$ cat src/rtl/bd_pkg.sv
package bd_pkg;

    localparam int MODE_W   = 8;
    localparam int THR_W    = 11;
    localparam int DATA_MIN = 5;
    localparam int BF_X1    = 1;
    localparam int BF_X16   = 16;
    localparam int BF_X64   = 64;

    typedef logic [THR_W-1:0] thr_t;

    typedef enum logic [1:0] {
        BAUD_SYNC = 2'b00,
        BAUD_X1   = 2'b01,
        BAUD_X16  = 2'b10,
        BAUD_X64  = 2'b11
    } baud_e;

    typedef enum logic [1:0] {
        STOP_RSVD     = 2'b00,
        STOP_ONE      = 2'b01,
        STOP_ONE_HALF = 2'b10,
        STOP_TWO      = 2'b11
    } stop_e;

    // field positions are fixed by the receiver that shares this word
    typedef struct packed {
        stop_e       stop;
        logic        spare;
        logic        par_en;
        logic [1:0]  len;
        baud_e       baud;
    } mode_t;

    function automatic thr_t bit_clocks(baud_e b);
        case (b)
            BAUD_X1:  return thr_t'(BF_X1);
            BAUD_X16: return thr_t'(BF_X16);
            BAUD_X64: return thr_t'(BF_X64);
            default:  return '0;
        endcase
    endfunction

    function automatic thr_t stop_clocks(stop_e s, thr_t bc);
        case (s)
            STOP_ONE_HALF: return bc + (bc >> 1);
            STOP_TWO:      return bc << 1;
            default:       return bc;
        endcase
    endfunction

    function automatic thr_t frame_clocks(mode_t m);
        thr_t bc;
        thr_t nbits;
        bc    = bit_clocks(m.baud);
        nbits = thr_t'(DATA_MIN + 1) + thr_t'(m.len) + thr_t'(m.par_en);
        return bc * nbits + stop_clocks(m.stop, bc);
    endfunction

    function automatic thr_t brk_threshold(mode_t m);
        return frame_clocks(m) << 1;
    endfunction

endpackage

$ cat src/rtl/bd_mode_decoder.sv
module bd_mode_decoder
    import bd_pkg::*;
(
    input  logic              clk,
    input  logic              rst,
    input  logic              clr_req,
    input  logic              mode_load,
    input  logic [MODE_W-1:0] mode_word,
    output logic              en_o,
    output thr_t              thr_o
);

    mode_t mode_in;
    logic  async_sel;
    thr_t  thr_next;

    always_comb begin
        mode_in   = mode_t'(mode_word);
        async_sel = (mode_in.baud != BAUD_SYNC);
        thr_next  = async_sel ? brk_threshold(mode_in) : '0;
    end

    always_ff @(posedge clk) begin
        if (rst || clr_req) begin
            en_o  <= 1'b0;
            thr_o <= '0;
        end else if (mode_load) begin
            en_o  <= async_sel;
            thr_o <= thr_next;
        end
    end

endmodule

$ cat src/rtl/bd_low_counter.sv
module bd_low_counter #(
    parameter int CNT_W = 11
) (
    input  logic             clk,
    input  logic             rst,
    input  logic             restart,
    input  logic             en,
    input  logic             rxd,
    input  logic [CNT_W-1:0] limit,
    output logic [CNT_W-1:0] cnt_o
);

    always_ff @(posedge clk) begin
        if (rst || restart || !en || rxd) begin
            cnt_o <= '0;
        end else if (cnt_o < limit) begin
            cnt_o <= cnt_o + CNT_W'(1);
        end
    end

endmodule

$ cat src/rtl/bd_break_det.sv
module bd_break_det
    import bd_pkg::*;
(
    input  logic              clk,
    input  logic              rst,
    input  logic              clr_req,
    input  logic              mode_load,
    input  logic [MODE_W-1:0] mode_word,
    input  logic              rxd,
    output logic              brk_det
);

    localparam int CNT_W = THR_W;

    logic             en_q;
    thr_t             thr_q;
    logic [CNT_W-1:0] cnt_q;
    logic             restart;

    assign restart = clr_req || mode_load;

    bd_mode_decoder u_dec (
        .clk       (clk),
        .rst       (rst),
        .clr_req   (clr_req),
        .mode_load (mode_load),
        .mode_word (mode_word),
        .en_o      (en_q),
        .thr_o     (thr_q)
    );

    bd_low_counter #(.CNT_W(CNT_W)) u_cnt (
        .clk     (clk),
        .rst     (rst),
        .restart (restart),
        .en      (en_q),
        .rxd     (rxd),
        .limit   (thr_q),
        .cnt_o   (cnt_q)
    );

    assign brk_det = en_q && (cnt_q == thr_q);

endmodule

$ cat config.mk
export PLATFORM = sky130hd
export DESIGN_NAME = bd_break_det
export DESIGN_NICKNAME = d
export VERILOG_FILES = /design/src/rtl/bd_pkg.sv /design/src/rtl/bd_mode_decoder.sv /design/src/rtl/bd_low_counter.sv /design/src/rtl/bd_break_det.sv
export SDC_FILE = /design/constraint.sdc
export NUM_CORES = 1
export LEC_CHECK = 0
export CORE_MARGIN = 1
export CORE_UTILIZATION = 55
export CTS_BUF_LIST = sky130_fd_sc_hd__clkbuf_8
export DETAILED_ROUTE_END_ITERATION = 7
export GPL_ROUTABILITY_DRIVEN = 1
export PLACE_DENSITY = 0.75
export SLEW_MARGIN = 10
export SYNTH_ARGS = -nofsm -noshare
export SYNTH_HDL_FRONTEND = slang
export SYNTH_HIERARCHICAL = 1
export SYNTH_SLANG_ARGS = --single-unit
$ cat constraint.sdc
create_clock -name clk -period 4.5 [get_ports clk]
set_input_delay 1.35 -clock clk [delete_from_list [all_inputs] [get_ports clk]]
set_output_delay 1.35 -clock clk [all_outputs]
set_load 0.01 [all_outputs]
==> run_results.csv, run 1 <==
group,metric,value,unit
outcome,status,"complete, no violations",
critical_path,r2r_start,"u_dec/thr_o[10]",
timing,rsz0062_at_grt,"false",
drt,wl,4.11,mm
pwr,p_per_area,180,nW/um2
synth,yosysWarnings,6,
global_route,grt_overflow_total,0,
drt,antenna_left,0,
placed_design,dp_slack,-0.202,ns
global_route,grt_max_degree,18,
clock_network,cts_buffer_depth,2,
critical_path,reg2reg_slack,2.16,ns
flow_run,max-cap-violations,0,
die,rows,22,
global_route,grtUsageTotal,21.9,%
placed_design,io_buffers,12,
min_path,hp-class,"flop to flop",
synth,synthCells,253,
pwr,leakagePower,0.946,nW
critical_path,cp-end-kind,"flop",
synth,synth_fa_ha_area_share,22.3,%
synth,synth_edf_count,0,
drt,wl_per_cell,13.1,um
synth,synth.avg_cell_area,8.37,um2
clock_network,htree_levels,1,
clock_network,clk_pin_slew,0.08,ns
clock_network,cts_root_buf,"clkbuf_8",
synth,syn_area,2120,um2
critical_path,critPathMaxFanout,4,
clock_network,cts_resized,0,
synth,muxShareOfSynthArea,0.946,%
placed_design,gp_congestion,0.839,
placed_design,hpwl,3.08,mm
global_route,grt_pass1_vias,1628,
synth,yosysMostFrequentCell,"ha_1",
synth,yosys.area_share.xor_xnor,6.21,%
clock_network,cts_tree,"yes",
drt,via_count,1813,
die,dieArea,4100,um2
cells_and_area,drive_above_1_share,9.02,%
synth,synth-simple-area-share,26.2,%
timing,fin_ws,0.173,ns
timing,finalSetupTns,0,ns
timing,period_minus_slack,4.33,ns
critical_path,crit_type,"input port to flop",
timing,slew_violations,0,
global_route,grt_first_pass_wirelength,7.19,mm
die,start_util,57.4,%
synth,ys_top_cells_by_count,"ha_1, a21oi_1, dfxtp_1, nor2_1, inv_1",
timing,fmax,231,MHz
placed_design,placedCellCount,311,
cells_and_area,finalNetCount,317,
critical_path,path_common_cell,"ha_1",
timing,worst_slew_margin_rel,25.8,%
drt,firstDrtPassIters,4,
synth,ys_types,51,
drt,drc,0,
global_route,antenna_found_initial,0,
synth,ys_seq_area_share,20.8,%
clock_network,insertion_delay,0.26,ns
clock_network,cts_inserted_buffers,3,
synth,ys_ff_latch,22,
critical_path,r2r-end,"u_cnt/cnt_o[1]",
cells_and_area,finish.instance_area,2330,um2
critical_path,cpPeakStageDelay,0.53,ns
min_path,hold_end,"u_dec/thr_o[6]",
clock_network,ctsHoldBuffers,0,
synth,synth_compound_area_share,16.7,%
synth,async_flop_share,0,%
min_path,holdPathStages,2,
critical_path,critPathLaunchType,"input port",
die,io_pins,14,
cells_and_area,area_growth,10.1,%
synth,ys.flop_type,"dfxtp_1",
placed_design,placed_cell_area,2280,um2
synth,synth_nets,302,
pwr,ir_drop,161,uV
critical_path,reg2reg_depth,6,
timing,skew,0.00136,ns
die,die_width,64.0,um
timing,holdWs,0.507,ns
min_path,holdCritStartpoint,"u_dec/thr_o[6]",
cells_and_area,n_antenna_cell,0,
timing,period_share,96.2,%
synth,synthTopCellsByArea,"dfxtp_1, ha_1, a21oi_1, xnor2_1, nor2_1",
die,die_h,64.0,um
timing,setup_viol,0,
drt,viasPerCell,5.77,
critical_path,cp.arrival,4.53,ns
critical_path,slowest_stage,"fa_1",
drt,drt_iter0_drc,93,
timing,tightest_slew,1.11,ns
timing,final_hold_viol_count,0,
synth,synth_top_cell_by_area,"dfxtp_1",
critical_path,crit_chain,"clkdlybuf4s50_1, ha_1, inv_1, ha_1, and3b_1, ha_1, ha_1, fa_1, ha_4, or3_1, or3_1, nand3_1",
synth,synth_top_family_by_area,"simple AND/OR/NAND/NOR gates",
clock_network,post-cts-setup-buffers,0,
synth,synth_top_area_share,20.8,%
critical_path,crit_buf_inv,2,
critical_path,required,4.71,ns
die,core_region_area,3690,um2
clock_network,cts_sinks,22,
critical_path,cp_top_family,"adder cells",
cells_and_area,final_cells,314,
## layer usage
| layer | vias to the layer above | GRT usage (%) | wire (um) |
|---|---|---|---|
| met2 | 23 | 33.5 | 1790 |
| met1 | 845 | 31.8 | 2170 |
| li1 | 943 | - | - |
| met3 | 2 | 4.46 | 138 |
| met4 | 0 | 3.41 | 10 |
| met5 | - | 0 | 0 |
## worst min-delay path: cells and delay by family, from the launching register on
| kind | cells | cell delay, ns |
|---|---|---|
| AND/OR/NAND/NOR | 1 | 0.07 |
| AO/OA/AOI/OAI | 1 | 0.05 |
| flip-flops | 1 | 0.34 |
## power breakdown
part	internal (mW)	switching, mW	leakage (nW)	total [mW]
clock	0.0597	0.0624	0.0216	0.122
sequential	0.197	0.00217	0.178	0.199
combinational	0.0459	0.0521	0.747	0.0981
## worst max path at each step
stage | startpoint | to | slack, ns | cells after the start
after floorplan | mode_word[2] | u_dec/thr_o[8] | 0.34 | 11
after global placement | mode_word[2] | u_dec/thr_o[8] | -0.20 | 12
after detailed placement | mode_word[4] | u_dec/thr_o[8] | -0.20 | 12
after CTS | mode_word[4] | u_dec/thr_o[8] | 0.07 | 12
after global routing | mode_word[2] | u_dec/thr_o[8] | 0.05 | 12
final | mode_word[2] | u_dec/thr_o[8] | 0.17 | 12
## cell usage in the layout, fill, tap and decap left out, drive strengths merged, types with 2 or more instances in the layout
cell and count:
nand4 9, or4 6, a21o 3, dfxtp 22, o21ai 6, and3b 2, nand2b 8, ha 33
inv 18, nor2b 7, fa 3, xor2 3, and2 2, nor3b 2, o2111ai 2, nor4 2
nand3b 4, mux2i 2, o31ai 7, nor2 21, o21a 2, clkbuf 3, clkdlybuf4s50 12, or3 3
or2 2, nand2 14, buf 7, a21oi 24, xnor2 12, a31oi 5, nand3 8
## registers in the layout, summed over array words and instances, names as in the netlist
register / cells
u_cnt/cnt_o: 11
u_dec/thr_o: 10
u_dec/en_o: 1
## final cells by class
cell class | instances | area, um2
fillers | 316 | 1360
well taps | 48 | 60.1
clock buffers | 3 | 41.3
inverters | 18 | 67.6
flip-flops and latches | 22 | 440
repair buffers | 19 | 173
multi-input cells | 204 | 1550
## per-stage QoR
stage / power, mW / utilization (%)
finish: 0.419 / 63.2
CTS: 0.421 / 62.9
floorplan: 0.273 / -
global placement: 0.297 / 61.7
global route: 0.445 / 63.2
detailed placement: 0.299 / 61.7
## cell families (layout without fill, tap and decap cells)
logic type | Yosys count | count (layout)
and+or+nand+nor | 95 | 95
adders and majority gates | 36 | 36
AOI/OAI and AO/OA | 55 | 55
DFF | 22 | 22
other | 1 | 1
muxes | 2 | 2
xor gates and xnor gates | 15 | 15
buffers and inverters | 27 | 40
Note: power is estimated with default switching activity, not from simulation.
==> run 2, diff against run 1 <==
--- a/config.mk
+++ b/config.mk
@@ -5,12 +5,16 @@
 export SDC_FILE = /design/constraint.sdc
 export NUM_CORES = 1
 export LEC_CHECK = 0
+export CELL_PAD_IN_SITES_DETAIL_PLACEMENT = 1
+export CELL_PAD_IN_SITES_GLOBAL_PLACEMENT = 2
 export CORE_MARGIN = 1
-export CORE_UTILIZATION = 55
+export CORE_UTILIZATION = 38
 export CTS_BUF_LIST = sky130_fd_sc_hd__clkbuf_8
+export CTS_CLUSTER_SIZE = 14
 export DETAILED_ROUTE_END_ITERATION = 7
 export GPL_ROUTABILITY_DRIVEN = 1
-export PLACE_DENSITY = 0.75
+export PLACE_DENSITY_LB_ADDON = 0.1
+export SKIP_CTS_REPAIR_TIMING = 1
 export SLEW_MARGIN = 10
 export SYNTH_ARGS = -nofsm -noshare
 export SYNTH_HDL_FRONTEND = slang
==> run 2 against run 1 <==
Compared with the run above:
- total power is 2.0% higher
- clock power hardly changed
- hold slack better by 0.0041 ns
- setup slack worse by 0.026 ns
- sequential power hardly changed
- flip-flop and latch count stayed put
- non-clock buffer count is 4 higher
- clock skew is 0.0029 ns higher
- global-route usage is 3.7 points lower
- critical endpoint unchanged
==> run_results.csv, run 2 (synthesis results as in run 1) <==
group,metric,value,unit
cells_and_area,largest_register_ffs,11,
critical_path,cpPeakStageDelay,0.54,ns
global_route,use_met3,2.99,%
clock_network,clk_pin_slew,0.08,ns
outcome,status,"complete, no violations",
die,dieArea,5870,um2
drt,viasPerCell,5.41,
placed_design,placed_cell_area,2330,um2
cells_and_area,finish.instance_area,2390,um2
drt,drc,0,
critical_path,cp-end-kind,"flop",
cells_and_area,num-fill-cells,645,
pwr,leakagePower,0.966,nW
cells_and_area,final_cells,340,
placed_design,io_buffers,12,
drt,antenna_left,0,
timing,holdWs,0.511,ns
timing,rsz0062_at_grt,"false",
clock_network,cts_inserted_buffers,3,
global_route,grt_overflow_total,0,
global_route,grtUsageTotal,18.2,%
clock_network,cts_sinks,22,
die,die_h,76.6,um
drt,drt_iter0_drc,51,
global_route,grt_first_pass_wirelength,8.69,mm
pwr,p_per_area,179,nW/um2
global_route,antenna_found_initial,0,
critical_path,critPathLaunchType,"input port",
timing,worst_slew_margin_rel,23.4,%
critical_path,crit_chain,"clkdlybuf4s50_1, ha_1, inv_1, ha_1, and3b_1, ha_1, ha_1, fa_1, ha_4, or3_1, or3_1, nand3_1",
die,core_region_area,5240,um2
timing,setup_viol,0,
global_route,grt_max_degree,18,
global_route,use_met1,26.4,%
clock_network,cts_tree,"yes",
drt,wl,4.88,mm
cells_and_area,n_antenna_cell,0,
pwr,finalPower,0.428,mW
timing,fmax,230,MHz
critical_path,required,4.71,ns
clock_network,cts_root_buf,"clkbuf_8",
drt,via_count,1838,
timing,slew_violations,0,
placed_design,placedCellCount,337,
flow_run,max-cap-violations,0,
pwr,ir_drop,89.4,uV
critical_path,cp.arrival,4.56,ns
global_route,use_met2,28.5,%
global_route,grt.busiest_layer,"met2",
critical_path,path_common_cell,"ha_1",
drt,wl_per_cell,14.4,um
clock_network,htree_levels,1,
critical_path,slowest_stage,"fa_1",
timing,period_minus_slack,4.35,ns
clock_network,insertion_delay,0.26,ns
clock_network,cts_buffer_depth,2,
placed_design,gp_congestion,0.764,
cells_and_area,layout_commonest_cell,"ha_1",
cells_and_area,final_cell_mix,"ha_1, a21oi_1, dfxtp_1",
cells_and_area,drive_above_1_share,10.4,%
die,io_pins,14,
die,die_width,76.6,um
cells_and_area,finalNetCount,321,
drt,firstDrtPassIters,4,
die,rows,26,
cells_and_area,reg_top3,"u_cnt/cnt_o (11), u_dec/thr_o (10), u_dec/en_o (1)",
die,start_util,40.4,%
cells_and_area,area_growth,12.8,%
global_route,grt_pass1_vias,1872,
critical_path,crit_type,"input port to flop",
timing,period_share,96.7,%
timing,skew,0.00426,ns
cells_and_area,regMostFlops,"u_cnt/cnt_o",
critical_path,critPathMaxFanout,4,
placed_design,hpwl,3.93,mm
timing,tightest_slew,1.14,ns
min_path,hp-class,"flop to flop",
timing,final_hold_viol_count,0,
[run 2: cell type report]
cell class	count	area, um2	share of cell area [%]
clock buffers	3	41.3	1.73
inverters	18	67.6	2.83
multi-input cells	204	1550	64.9
flip-flops and latches	22	440	18.4
well taps	70	87.6	3.67
repair buffers	23	203	8.49
[run 2: path summary, 6_finish.rpt]
check	slack, ns	to	cells past startpoint	startpoint
max	0.15	u_dec/thr_o[8]	12	mode_word[2]
min	0.51	u_dec/thr_o[6]	2	u_dec/thr_o[6]
max reg2reg	2.04	u_cnt/cnt_o[1]	6	u_dec/thr_o[10]
min reg2reg	0.51	u_dec/thr_o[6]	2	u_dec/thr_o[6]
[run 2: where the power goes]
part / leakage, nW / internal (mW) / switching (mW)
Clock: 0.0216 / 0.0598 / 0.0651
Combinational: 0.767 / 0.0487 / 0.0551
Sequential: 0.178 / 0.197 / 0.00216
[run 2: stage by stage]
| stage | TNS, ns | util [%] | setup WS (ns) |
|---|---|---|---|
| after detailed placement | -0.565 | 44.6 | -0.238 |
| after global routing | 0 | 45.6 | 0.00592 |
| after global placement | -0.481 | 44.6 | -0.216 |
| final | 0 | 45.6 | 0.146 |
| after CTS | 0 | 45.4 | 0.0331 |
| after floorplan | 0 | - | 0.345 |
[run 2: critical path, delay by kind of cell]
family,cells,cell delay (ns)
buffers and inverters,2,0.50
adders and majority gates,6,1.80
and+or+nand+nor,4,0.93
[run 2: metal layers]
layer  vias up  wire length (um)
met5         -                 0
met4         0                21
met3         2               116
met2        12              2080
met1       878              2660
li1        946                 -
